`src/rtl/aud_stat_pkg.sv`:
```
package aud_stat_pkg;
    localparam int DATA_W     = 32;
    localparam int N_STICKY   = 3;
    localparam int N_LEVEL    = 2;
    localparam int N_FLAGS    = N_STICKY + N_LEVEL;
    localparam int ENA_LSB    = 8;
    localparam int FLG_LSB    = 16;
    localparam int EN_OFFSET  = FLG_LSB - ENA_LSB;
    localparam int DMA_EN_BIT = 0;
    localparam int SWRST_BIT  = 24;
    localparam int FRST_BIT   = 25;
    localparam int ENABLE_BIT = 31;

    typedef enum logic [1:0] {
        EN_IDLE  = 2'd0,
        EN_RUN   = 2'd1,
        EN_DRAIN = 2'd2
    } en_state_t;
endpackage

```
`src/rtl/aud_stat_flags.sv`:
```
module aud_stat_flags #(
    parameter int NSTICKY = 3,
    parameter int NLEVEL  = 2,
    localparam int NALL   = NSTICKY + NLEVEL
) (
    input  logic               clk,
    input  logic               rst_n,
    input  logic               hold_clr,
    input  logic [NSTICKY-1:0] evt,
    input  logic [NSTICKY-1:0] w1c,
    input  logic [NLEVEL-1:0]  lvl,
    output logic [NALL-1:0]    flags
);
    logic [NSTICKY-1:0] sticky_q;

    for (genvar i = 0; i < NSTICKY; i++) begin : g_sticky
        always_ff @(posedge clk or negedge rst_n) begin
            if (!rst_n) begin
                sticky_q[i] <= 1'b0;
            end else if (hold_clr) begin
                sticky_q[i] <= 1'b0;
            end else if (evt[i]) begin
                sticky_q[i] <= 1'b1;
            end else if (w1c[i]) begin
                sticky_q[i] <= 1'b0;
            end
        end
    end

    always_comb begin
        flags = {lvl, sticky_q};
    end
endmodule

```
`src/rtl/aud_stat_en_fsm.sv`:
```
module aud_stat_en_fsm
    import aud_stat_pkg::*;
(
    input  logic clk,
    input  logic rst_n,
    input  logic sw_rst,
    input  logic wr_go,
    input  logic wr_stop,
    input  logic frame_end,
    output logic en_out
);
    en_state_t state_q, state_d;

    always_comb begin
        state_d = state_q;
        if (sw_rst) begin
            state_d = EN_IDLE;
        end else begin
            unique case (state_q)
                EN_IDLE: begin
                    if (wr_go) state_d = EN_RUN;
                end
                EN_RUN: begin
                    if (wr_stop) state_d = EN_DRAIN;
                end
                EN_DRAIN: begin
                    if (wr_go) state_d = EN_RUN;
                    else if (frame_end) state_d = EN_IDLE;
                end
                default: state_d = EN_IDLE;
            endcase
        end
    end

    always_ff @(posedge clk or negedge rst_n) begin
        if (!rst_n) state_q <= EN_IDLE;
        else        state_q <= state_d;
    end

    always_comb begin
        en_out = (state_q != EN_IDLE);
    end
endmodule

```
`src/rtl/aud_stat_ctrl.sv`:
```
module aud_stat_ctrl
    import aud_stat_pkg::*;
(
    input  logic              clk,
    input  logic              rst_n,
    input  logic              wr_en,
    input  logic [DATA_W-1:0] wr_data,
    output logic [DATA_W-1:0] rd_data,
    input  logic              evt_word_start,
    input  logic              evt_sync_err,
    input  logic              evt_fifo_err,
    input  logic              lvl_fifo_warn,
    input  logic              lvl_fifo_req,
    input  logic              frame_end,
    output logic              irq,
    output logic              dma_req,
    output logic              fifo_rst,
    output logic              dir_rst,
    output logic              dir_en
);
    logic               dma_en_q;
    logic [N_FLAGS-1:0] irq_en_q;
    logic               swrst_q;
    logic               frst_q;
    logic [N_FLAGS-1:0] flags;
    logic [N_STICKY-1:0] w1c;
    logic               unused_wr_bits;

    always_ff @(posedge clk or negedge rst_n) begin
        if (!rst_n) begin
            dma_en_q <= 1'b0;
            irq_en_q <= '0;
            swrst_q  <= 1'b0;
            frst_q   <= 1'b0;
        end else begin
            frst_q <= wr_en & wr_data[FRST_BIT];
            if (wr_en) begin
                dma_en_q <= wr_data[DMA_EN_BIT];
                irq_en_q <= wr_data[ENA_LSB +: N_FLAGS];
                swrst_q  <= wr_data[SWRST_BIT];
            end
        end
    end

    always_comb begin
        w1c = wr_en ? wr_data[FLG_LSB +: N_STICKY] : '0;
    end

    aud_stat_flags #(
        .NSTICKY(N_STICKY),
        .NLEVEL (N_LEVEL)
    ) u_flags (
        .clk     (clk),
        .rst_n   (rst_n),
        .hold_clr(swrst_q),
        .evt     ({evt_fifo_err, evt_sync_err, evt_word_start}),
        .w1c     (w1c),
        .lvl     ({lvl_fifo_req, lvl_fifo_warn}),
        .flags   (flags)
    );

    aud_stat_en_fsm u_en (
        .clk      (clk),
        .rst_n    (rst_n),
        .sw_rst   (swrst_q),
        .wr_go    (wr_en & wr_data[ENABLE_BIT]),
        .wr_stop  (wr_en & ~wr_data[ENABLE_BIT]),
        .frame_end(frame_end),
        .en_out   (dir_en)
    );

    always_comb begin
        rd_data                        = '0;
        rd_data[DMA_EN_BIT]            = dma_en_q;
        rd_data[ENA_LSB +: N_FLAGS]    = irq_en_q;
        rd_data[FLG_LSB +: N_FLAGS]    = flags;
        rd_data[SWRST_BIT]             = swrst_q;
        rd_data[ENABLE_BIT]            = dir_en;
        irq      = |(flags & irq_en_q);
        dma_req  = dma_en_q & flags[N_FLAGS-1];
        fifo_rst = frst_q;
        dir_rst  = swrst_q;
    end

    assign unused_wr_bits = ^{wr_data[ENA_LSB-1:DMA_EN_BIT+1],
                              wr_data[FLG_LSB-1:ENA_LSB+N_FLAGS],
                              wr_data[SWRST_BIT-1:FLG_LSB+N_STICKY],
                              wr_data[ENABLE_BIT-1:FRST_BIT+1]};
endmodule

```
`config.mk`:
```
export PLATFORM = sky130hd
export DESIGN_NAME = aud_stat_ctrl
export DESIGN_NICKNAME = d
export VERILOG_FILES = /design/src/rtl/aud_stat_pkg.sv /design/src/rtl/aud_stat_flags.sv /design/src/rtl/aud_stat_en_fsm.sv /design/src/rtl/aud_stat_ctrl.sv
export SDC_FILE = /design/constraint.sdc
export NUM_CORES = 1
export LEC_CHECK = 0
export ABC_CLOCK_PERIOD_IN_PS = 2700
export BUFFER_PORTS_ARGS = -buffer_cell sky130_fd_sc_hd__clkbuf_2
export CAP_MARGIN = 20
export CORE_MARGIN = 4
export CORE_UTILIZATION = 38
export CTS_BUF_LIST = sky130_fd_sc_hd__clkbuf_8
export CTS_CLUSTER_DIAMETER = 60
export DETAILED_ROUTE_END_ITERATION = 10
export GPL_TIMING_DRIVEN = 0
export PLACE_DENSITY = 0.92
export SLEW_MARGIN = 25
export SYNTH_ARGS = -nofsm -noshare
export SYNTH_HDL_FRONTEND = slang
export SYNTH_HIERARCHICAL = 1
export SYNTH_SLANG_ARGS = --single-unit
```
`constraint.sdc`:
```
create_clock -name clk -period 2.7 [get_ports clk]
set_clock_uncertainty 0.1 [all_clocks]
set_input_delay 0.54 -clock clk [delete_from_list [all_inputs] [get_ports clk]]
set_output_delay 0.54 -clock clk [all_outputs]
set_load 0.01 [all_outputs]
```
==> results.md, run 1 <==
* # rows at 16
* Clock sinks at 13
* HPWL after DPL at between 1 and 1.5 mm
* Largest net degree at the start of global routing at 14
* Mux cell area share after synthesis at 12.1%
* Synthesis-to-finish area growth at 42.2%
* Htree depth at 1
* Final core occ at between 50 and 60%
* Count of different cell masters after synthesis at 19
* Synth area leader: dfrtp_1
* Die area at ~2800 µm²
* Max Clk Rate at between 500 and 600 MHz
* Syn Area/Cell at 10.8 µm²
* Area contributors post-synth: dfrtp_1, buf_4, mux2_4
* Initial core utilization at about two fifths
* Final hold vios at 0
* Layout cell share with drive strength beyond 1 at a little over half
* Worst Hold Class: in -> async
* Clock Tree Buf Depth at 2
* CTS Hold Bufs at 0
* Slowest stage delay, CP at between 400 and 500 ps
* IR drop worst, VDD at between 0.3 and 0.4 mV
* Resized cells post-CTS at 0
* RD Place Congestion at 0.658
* RSZ-0062 raised after global routing: false
* CTS root buf: clkbuf_8
* Clk pin slew, worst setup/hold paths at 50 ps
* Leak pwr at 0.000645 µW
* DRC viols at 0
* Die H at 53.1 µm
* Tot GR Track Use at 12.1%
* Kind of critical path: reg -> out
* IO Count at 78
* Antenna-violating nets left at 0
* Fin Setup TNS at 0 ps
* Skew-Pair Late Insertion Delay at between 200 and 250 ps
* Antenna violations before repair at 0
* Post-synth top area share at between 40% and 50%
* Sequential share of the synthesized area at roughly 42%
* Crit path DAT at 1270 ps
* Min Hold Slack at just under 90 ps
* Seq cells post-synth at 13
* Post-synthesis instance area at around 770 µm²
* DRT iter0 DRCs at 5
* Fin crit period at about 1900 ps
* CP max stage cell: a222oi_1
* DIE WIDTH at approximately 53 µm
* Power Dens Cells at a little under 500 nW/µm²
* DR vias/cell at 3.93
* Setup crit end kind: output pin
* First-pass GRT wire length at between 2 and 2.5 mm
* CTS tree: done
* Worst setup SP type: flip-flop
* Worst Path Required at approximately 2000 ps
* I/O Buffers at 36
* CTS buffer count at 3
* Ys Warns at 6
* Tcrit/Tclk final at 70.6%
* Total grt overflow at 0
* Final Routed Wirelength at 1.65 mm
* Post-Synth Adder-Cell Area at 0%
* Outcome: finished, final reports clean
* Slew Limit Fails at 0
* Synth Area in XOR/XNOR at 0%
* Synth Area in Simple Gates at 13.7%
* Number of global-route vias before repair at about 560
* Compound-Gate Fraction of Synth Area at under 10%
* Nets at 172
* Final setup viols at 0
* Crit-path cells: a222oi_1 -> nand2_1 -> clkbuf_2
* Max Cap Violations at 0
* TritonRoute pass-1 iters at 4
* Main combinational cell family by area after synthesis: buffers and inverters
* Mean routed wirelength per cell at ~11 µm
* Post-Synthesis Cells at between 70 and 80
* Ant. Diodes at 0
* CP max FO at 3
* Post-CTS setup buffers at 0
* Vias at ~620
* Fill count at 178
* Core area at about 1900 µm²
## cell usage after synthesis (all sizes together)
cell / n
or3b: 1
buf: 25
inv: 3
nand2: 1
conb: 1
nand3b: 1
a21oi: 5
mux2: 7
a222oi: 1
and2: 6
a22oi: 1
dfrtp: 13
or2b: 1
nand2b: 3
or2: 1
nor2b: 1
or4b: 1
## per-stage QoR
stage	instances	setup slack, ps	instance area [µm²]	power (µW)
after floorplan	90	976	842	319
after global placement	153	768	1060	368
after detailed placement	153	762	1060	373
after CTS	157	736	1100	539
after global routing	157	638	1100	565
final	157	795	1100	533
## registers in the layout, indices dropped and copies added, names as in the netlist
| signal | cells |
|---|---|
| dir_rst | 1 |
| u_flags/flags | 3 |
| dma_en_q | 1 |
| u_en/state_q | 2 |
| irq_en_q | 5 |
| fifo_rst | 1 |
## final cells by class
class / instances / area (µm²) / area share [%]
Clock buffer: 3 / 41.3 / 3.75
Buffer: 25 / 191 / 17.4
Inverter: 3 / 11.3 / 1.02
Multi-Input combinational cell: 49 / 314 / 28.5
Clock inverter: 1 / 3.75 / 0.341
Tap cell: 27 / 33.8 / 3.07
Sequential cell: 13 / 325 / 29.5
Timing Repair Buffer: 36 / 180 / 16.4
## placed cells by master, fill, tap and decap left out, drive strengths merged
cell and count:
conb 19, a22oi 1, a222oi 1, or2b 1, or2 1, or3b 1
nand2b 3, nand2 1, dfrtp 13, mux2 7, or4b 1, a21oi 5
nor2b 1, inv 4, and2 6, clkbuf 39, nand3b 1, buf 25
## logic make-up (layout without fill, tap and decap cells)
group | after synthesis | in the layout
buffers and inverters | 28 | 68
AND/OR/NAND/NOR | 16 | 16
flip-flops | 13 | 13
AO/OA/AOI/OAI | 7 | 7
multiplexers | 7 | 7
other | 1 | 19
## path summary, 6_finish.rpt
path	from	endpoint	slack, ps	depth (start not counted)
min reg2reg	dma_en_q	dma_en_q	430	1
min in group clk	wr_data[25]	fifo_rst	410	2
min	rst_n	irq_en_q[2]	90	1
max	u_flags/flags[0]	irq	790	3
max reg2reg	u_en/state_q[0]	u_en/state_q[1]	1490	2
max in group asynchronous	rst_n	irq_en_q[4]	2170	1
## where the power goes
part	switching, µW	internal [µW]
Combinational	61.9	76.8
Clock	65.0	100
Sequential	16.6	213
## layer usage
| metal | track usage, % | share of wire, % | vias up |
|---|---|---|---|
| met4 | 1.28 | 0 | 0 |
| met2 | 21.7 | 57 | 25 |
| met5 | 0 | 0 | - |
| met3 | 5.35 | 7.7 | 0 |
| met1 | 13.6 | 35 | 283 |
| li1 | - | - | 309 |
## worst max-delay path: cells and delay by family, from the launching register on
kind / cells / cell delay (ps)
compound gates: 1 / 410
buf+inv: 1 / 140
flops: 1 / 390
simple gates: 1 / 90
Note: power is estimated with default switching activity, not from simulation.
==> run 2: changes to the inputs <==
--- a/config.mk
+++ b/config.mk
@@ -5,16 +5,17 @@
 export SDC_FILE = /design/constraint.sdc
 export NUM_CORES = 1
 export LEC_CHECK = 0
-export ABC_CLOCK_PERIOD_IN_PS = 2700
+export ABC_AREA = 1
+export ABC_CLOCK_PERIOD_IN_PS = 1550
 export BUFFER_PORTS_ARGS = -buffer_cell sky130_fd_sc_hd__clkbuf_2
 export CAP_MARGIN = 20
 export CORE_MARGIN = 4
-export CORE_UTILIZATION = 38
+export CORE_UTILIZATION = 34
 export CTS_BUF_LIST = sky130_fd_sc_hd__clkbuf_8
 export CTS_CLUSTER_DIAMETER = 60
 export DETAILED_ROUTE_END_ITERATION = 10
 export GPL_TIMING_DRIVEN = 0
-export PLACE_DENSITY = 0.92
+export PLACE_DENSITY = 0.85
 export SLEW_MARGIN = 25
 export SYNTH_ARGS = -nofsm -noshare
 export SYNTH_HDL_FRONTEND = slang
==> constraint.sdc (replaced) <==
create_clock -name clk -period 1.55 [get_ports clk]
set_clock_uncertainty 0.1 [all_clocks]
set_input_delay 0.31 -clock clk [delete_from_list [all_inputs] [get_ports clk]]
set_output_delay 0.31 -clock clk [all_outputs]
set_load 0.01 [all_outputs]
==> results.md, run 2 <==
* Outcome: finished, final reports clean
* Die H at 57.6 µm (+8.3%)
* Main combinational cell family by area after synthesis: buffers and inverters
* Nets at 220 (+28%)
* Worst Path Required at 1140 ps (-920 ps)
* Core area at 2280 µm² (+17%)
* Largest reg by FF count: irq_en_q
* Total power at 1050 µW (+97%)
* Post-CTS setup buffers at 0 (unchanged)
* Sequential share of the synthesized area at 38.9% (-3.1 points)
* Tcrit/Tclk final at 92.8%
* Hold EP: dir_rst
* Area post-placement at 1120 µm² (+5.9%)
* Tot GR Track Use at 11.5% (-0.69 points)
* Grt met2 use at 17.9% (-3.8 points)
* Crit Reg-Reg Startpoint: dir_rst
* Synth area leader: dfrtp_1
* Synthesis-to-finish area growth at 40.6%
* DRT iter0 DRCs at 13 (+8)
* Total grt overflow at 0 (unchanged)
* HPWL after DPL at 1.43 mm (-1.2%)
* # rows at 17 (+1)
* Final core occ at 51.6% (-5.1 points)
* CP max stage cell: dfrtp_1
* Mux cell area share after synthesis at 0% (-12 points)
* DRC viols at 0 (unchanged)
* Global routing's busiest layer: met2
* CTS tree: done
* Compound-Gate Fraction of Synth Area at 1.80% (-3.7 points)
* Synth Area in XOR/XNOR at 0% (unchanged)
* First-pass GRT wire length at 2.95 mm (+21%)
* Synth Area in Simple Gates at 27.4% (+14 points)
* Met1 global-route usage at 14.7% (+1.0 points)
* Clock Tree Buf Depth at 2 (unchanged)
* Slew Limit Fails at 0 (unchanged)
* Most frequently used cell type in the post-synthesis netlist: nand2_1
* EDFF count, synth at 0 (unchanged)
* DR vias/cell at 3.71 (-5.6%)
* Most frequent cells in the layout: nand2_1, clkbuf_2, buf_4, conb_1, inv_1
* Critical path's top delay family: flip-flops
* Post-synth ARST share at 100% (unchanged)
* Leak pwr at 0.000798 µW (+24%)
* Antenna violations before repair at 0 (unchanged)
* Worst Min Path Start: wr_data[24]
* DIE WIDTH at 57.6 µm (+8.3%)
* CTS root buf: clkbuf_8
* Fin crit period at roughly 1400 ps
* Syn Area/Cell at 7.02 µm² (-35%)
* CTS buffer count at 3 (unchanged)
* Htree depth at 1 (unchanged)
* IR drop worst, VDD at 0.459 mV (+23%)
* Die area at 3320 µm² (+17%)
* IO Count at 78 (unchanged)
* Area contributors post-synth: dfrtp_1, buf_4, nand2_1
* Power Dens Cells at 896 nW/µm² (+85%)
* Antenna-violating nets left at 0 (unchanged)
* Reg2Reg Depth at 4 (+2)
* Count of different cell masters after synthesis at 12 (-7)
* Setup crit end kind: output pin
* Crit-path cells: inv_2 -> nand2_1 -> buf_4 -> clkbuf_2
* Min Hold Slack at 172 ps (+84.6 ps)
* Ys Warns at 6 (unchanged)
* CP max FO at 4 (+1)
* Reg2reg end: u_en/state_q[0]
* RSZ-0062 raised after global routing: false
* Initial core utilization at 36.7% (-3.2 points)
* RD Place Congestion at 0.673 (+2.3%)
* Number of global-route vias before repair at 677 (+22%)
* Post-synthesis instance area at 836 µm² (+7.9%)
* Layout cell share with drive strength beyond 1 at 38.2% (-16 points)
* Final Routed Wirelength at 1.68 mm (+1.6%)
* Met3 Track Usage GR at 3.17% (-2.2 points)
* Largest register FFs at 5 (unchanged)
* Worst setup SP type: flip-flop
* Worst Path Buf+Inv at 3 (+2)
* TritonRoute pass-1 iters at 3 (-1)
* Most frequent cells after synthesis: nand2_1, buf_4, inv_1
* Slowest stage delay, CP at 410 ps (about the same)
* Top_reg_cell synth: dfrtp_1
* Final instance area at 1170 µm² (+6.7%)
* Kind of critical path: reg -> out
* Most common cell after layout, fill and taps aside: nand2_1
* Clk pin slew, worst setup/hold paths at 50 ps (about the same)
* Clock sinks at 13 (unchanged)
* Post-Synth Adder-Cell Area at 0% (unchanged)
* Vias at 764 (+24%)
* Setup slack, reg-to-reg at 490 ps (-1000 ps)
* Crit path DAT at 1030 ps (-240 ps)
* Ant. Diodes at 0 (unchanged)
* Worst Hold Class: in -> reg
* Max Clk Rate at 695 MHz
* Skew-Pair Late Insertion Delay at 230 ps (about the same)
* Final hold vios at 0 (unchanged)
* Largest net degree at the start of global routing at 14 (unchanged)
* Post-synth top area share at 38.9% (-3.1 points)
* Post-Synthesis Cells at 119 (+65%)
* Hold path depth at 3
* Seq cells post-synth at 13 (unchanged)
* Fin Setup TNS at 0 ps (unchanged)
* I/O Buffers at 36 (unchanged)
* Max Cap Violations at 0 (unchanged)
* Mean routed wirelength per cell at 8.16 µm (-23%)
* Final setup viols at 0 (unchanged)
[run 2: changes by cell type in the layout (fill, tap and decap cells not counted), moves of 4 or more]
cell	delta
nand2_1	+44
mux2_4	-4
inv_1	+14
nor2_1	+9
and2_1	-6
[run 2: cells by family (layout without fill, tap and decap cells)]
| kind of cell | after synthesis | in the layout |
|---|---|---|
| compound gates | 3 | 3 |
| simple gates | 58 | 58 |
| other cells | 1 | 19 |
| buf+inv | 44 | 85 |
| flops | 13 | 13 |
[run 2: power by group]
part           total [µW]  switching [µW]  internal, µW
Combinational         354             187           167
Sequential            419            37.2           382
Clock                 280             106           174
[run 2: cell type report]
class	count	area [µm²]
multi-input combinational	80	315
sequential	13	327
clock buffer	3	41.3
inverter	19	71.3
clock inverter	1	3.75
buffer	25	191
fill	249	1100
timing repair buffer	37	190
tap	28	35.0
[run 2: worst max-delay path by stage]
stage | from | endpoint | cells after the start
6_report | u_en/state_q[1] | rd_data[31] | 4
5_1_grt | u_en/state_q[1] | rd_data[31] | 4
4_1_cts | dir_rst | rd_data[24] | 2
3_5_place_dp | wr_en | u_en/state_q[0] | 7
3_3_place_gp | wr_en | u_en/state_q[0] | 7
2_1_floorplan | u_en/state_q[1] | rd_data[31] | 3
[run 2: what timing repair did]
item,in CTS,in global routing
hold endpoints to repair,13,0
endpoints found under the setup margin,0,2
hold buffers,1,0
gates resized for setup,0,2
[run 2: per-layer routing]
metal  vias to the layer above  part of all wire (%)
li1                        423                     -
met1                       313                    41
met2                        26                    50
met3                         2                   8.4
met4                         0                  0.59
met5                         -                     0
[run 2: worst min-delay path: stages]
cell      delay [ps]
clkbuf_2          70
nand2_1           40
nand2_1           50
[run 2: through the flow]
| step | instances | setup WS [ps] |
|---|---|---|
| 2_1_floorplan | 137 | 420 |
| 4_1_cts | 206 | 41.6 |
| 3_5_place_dp | 201 | 276 |
| 5_1_grt | 206 | 17.0 |
| 3_3_place_gp | 201 | 298 |
| 6_report | 206 | 112 |
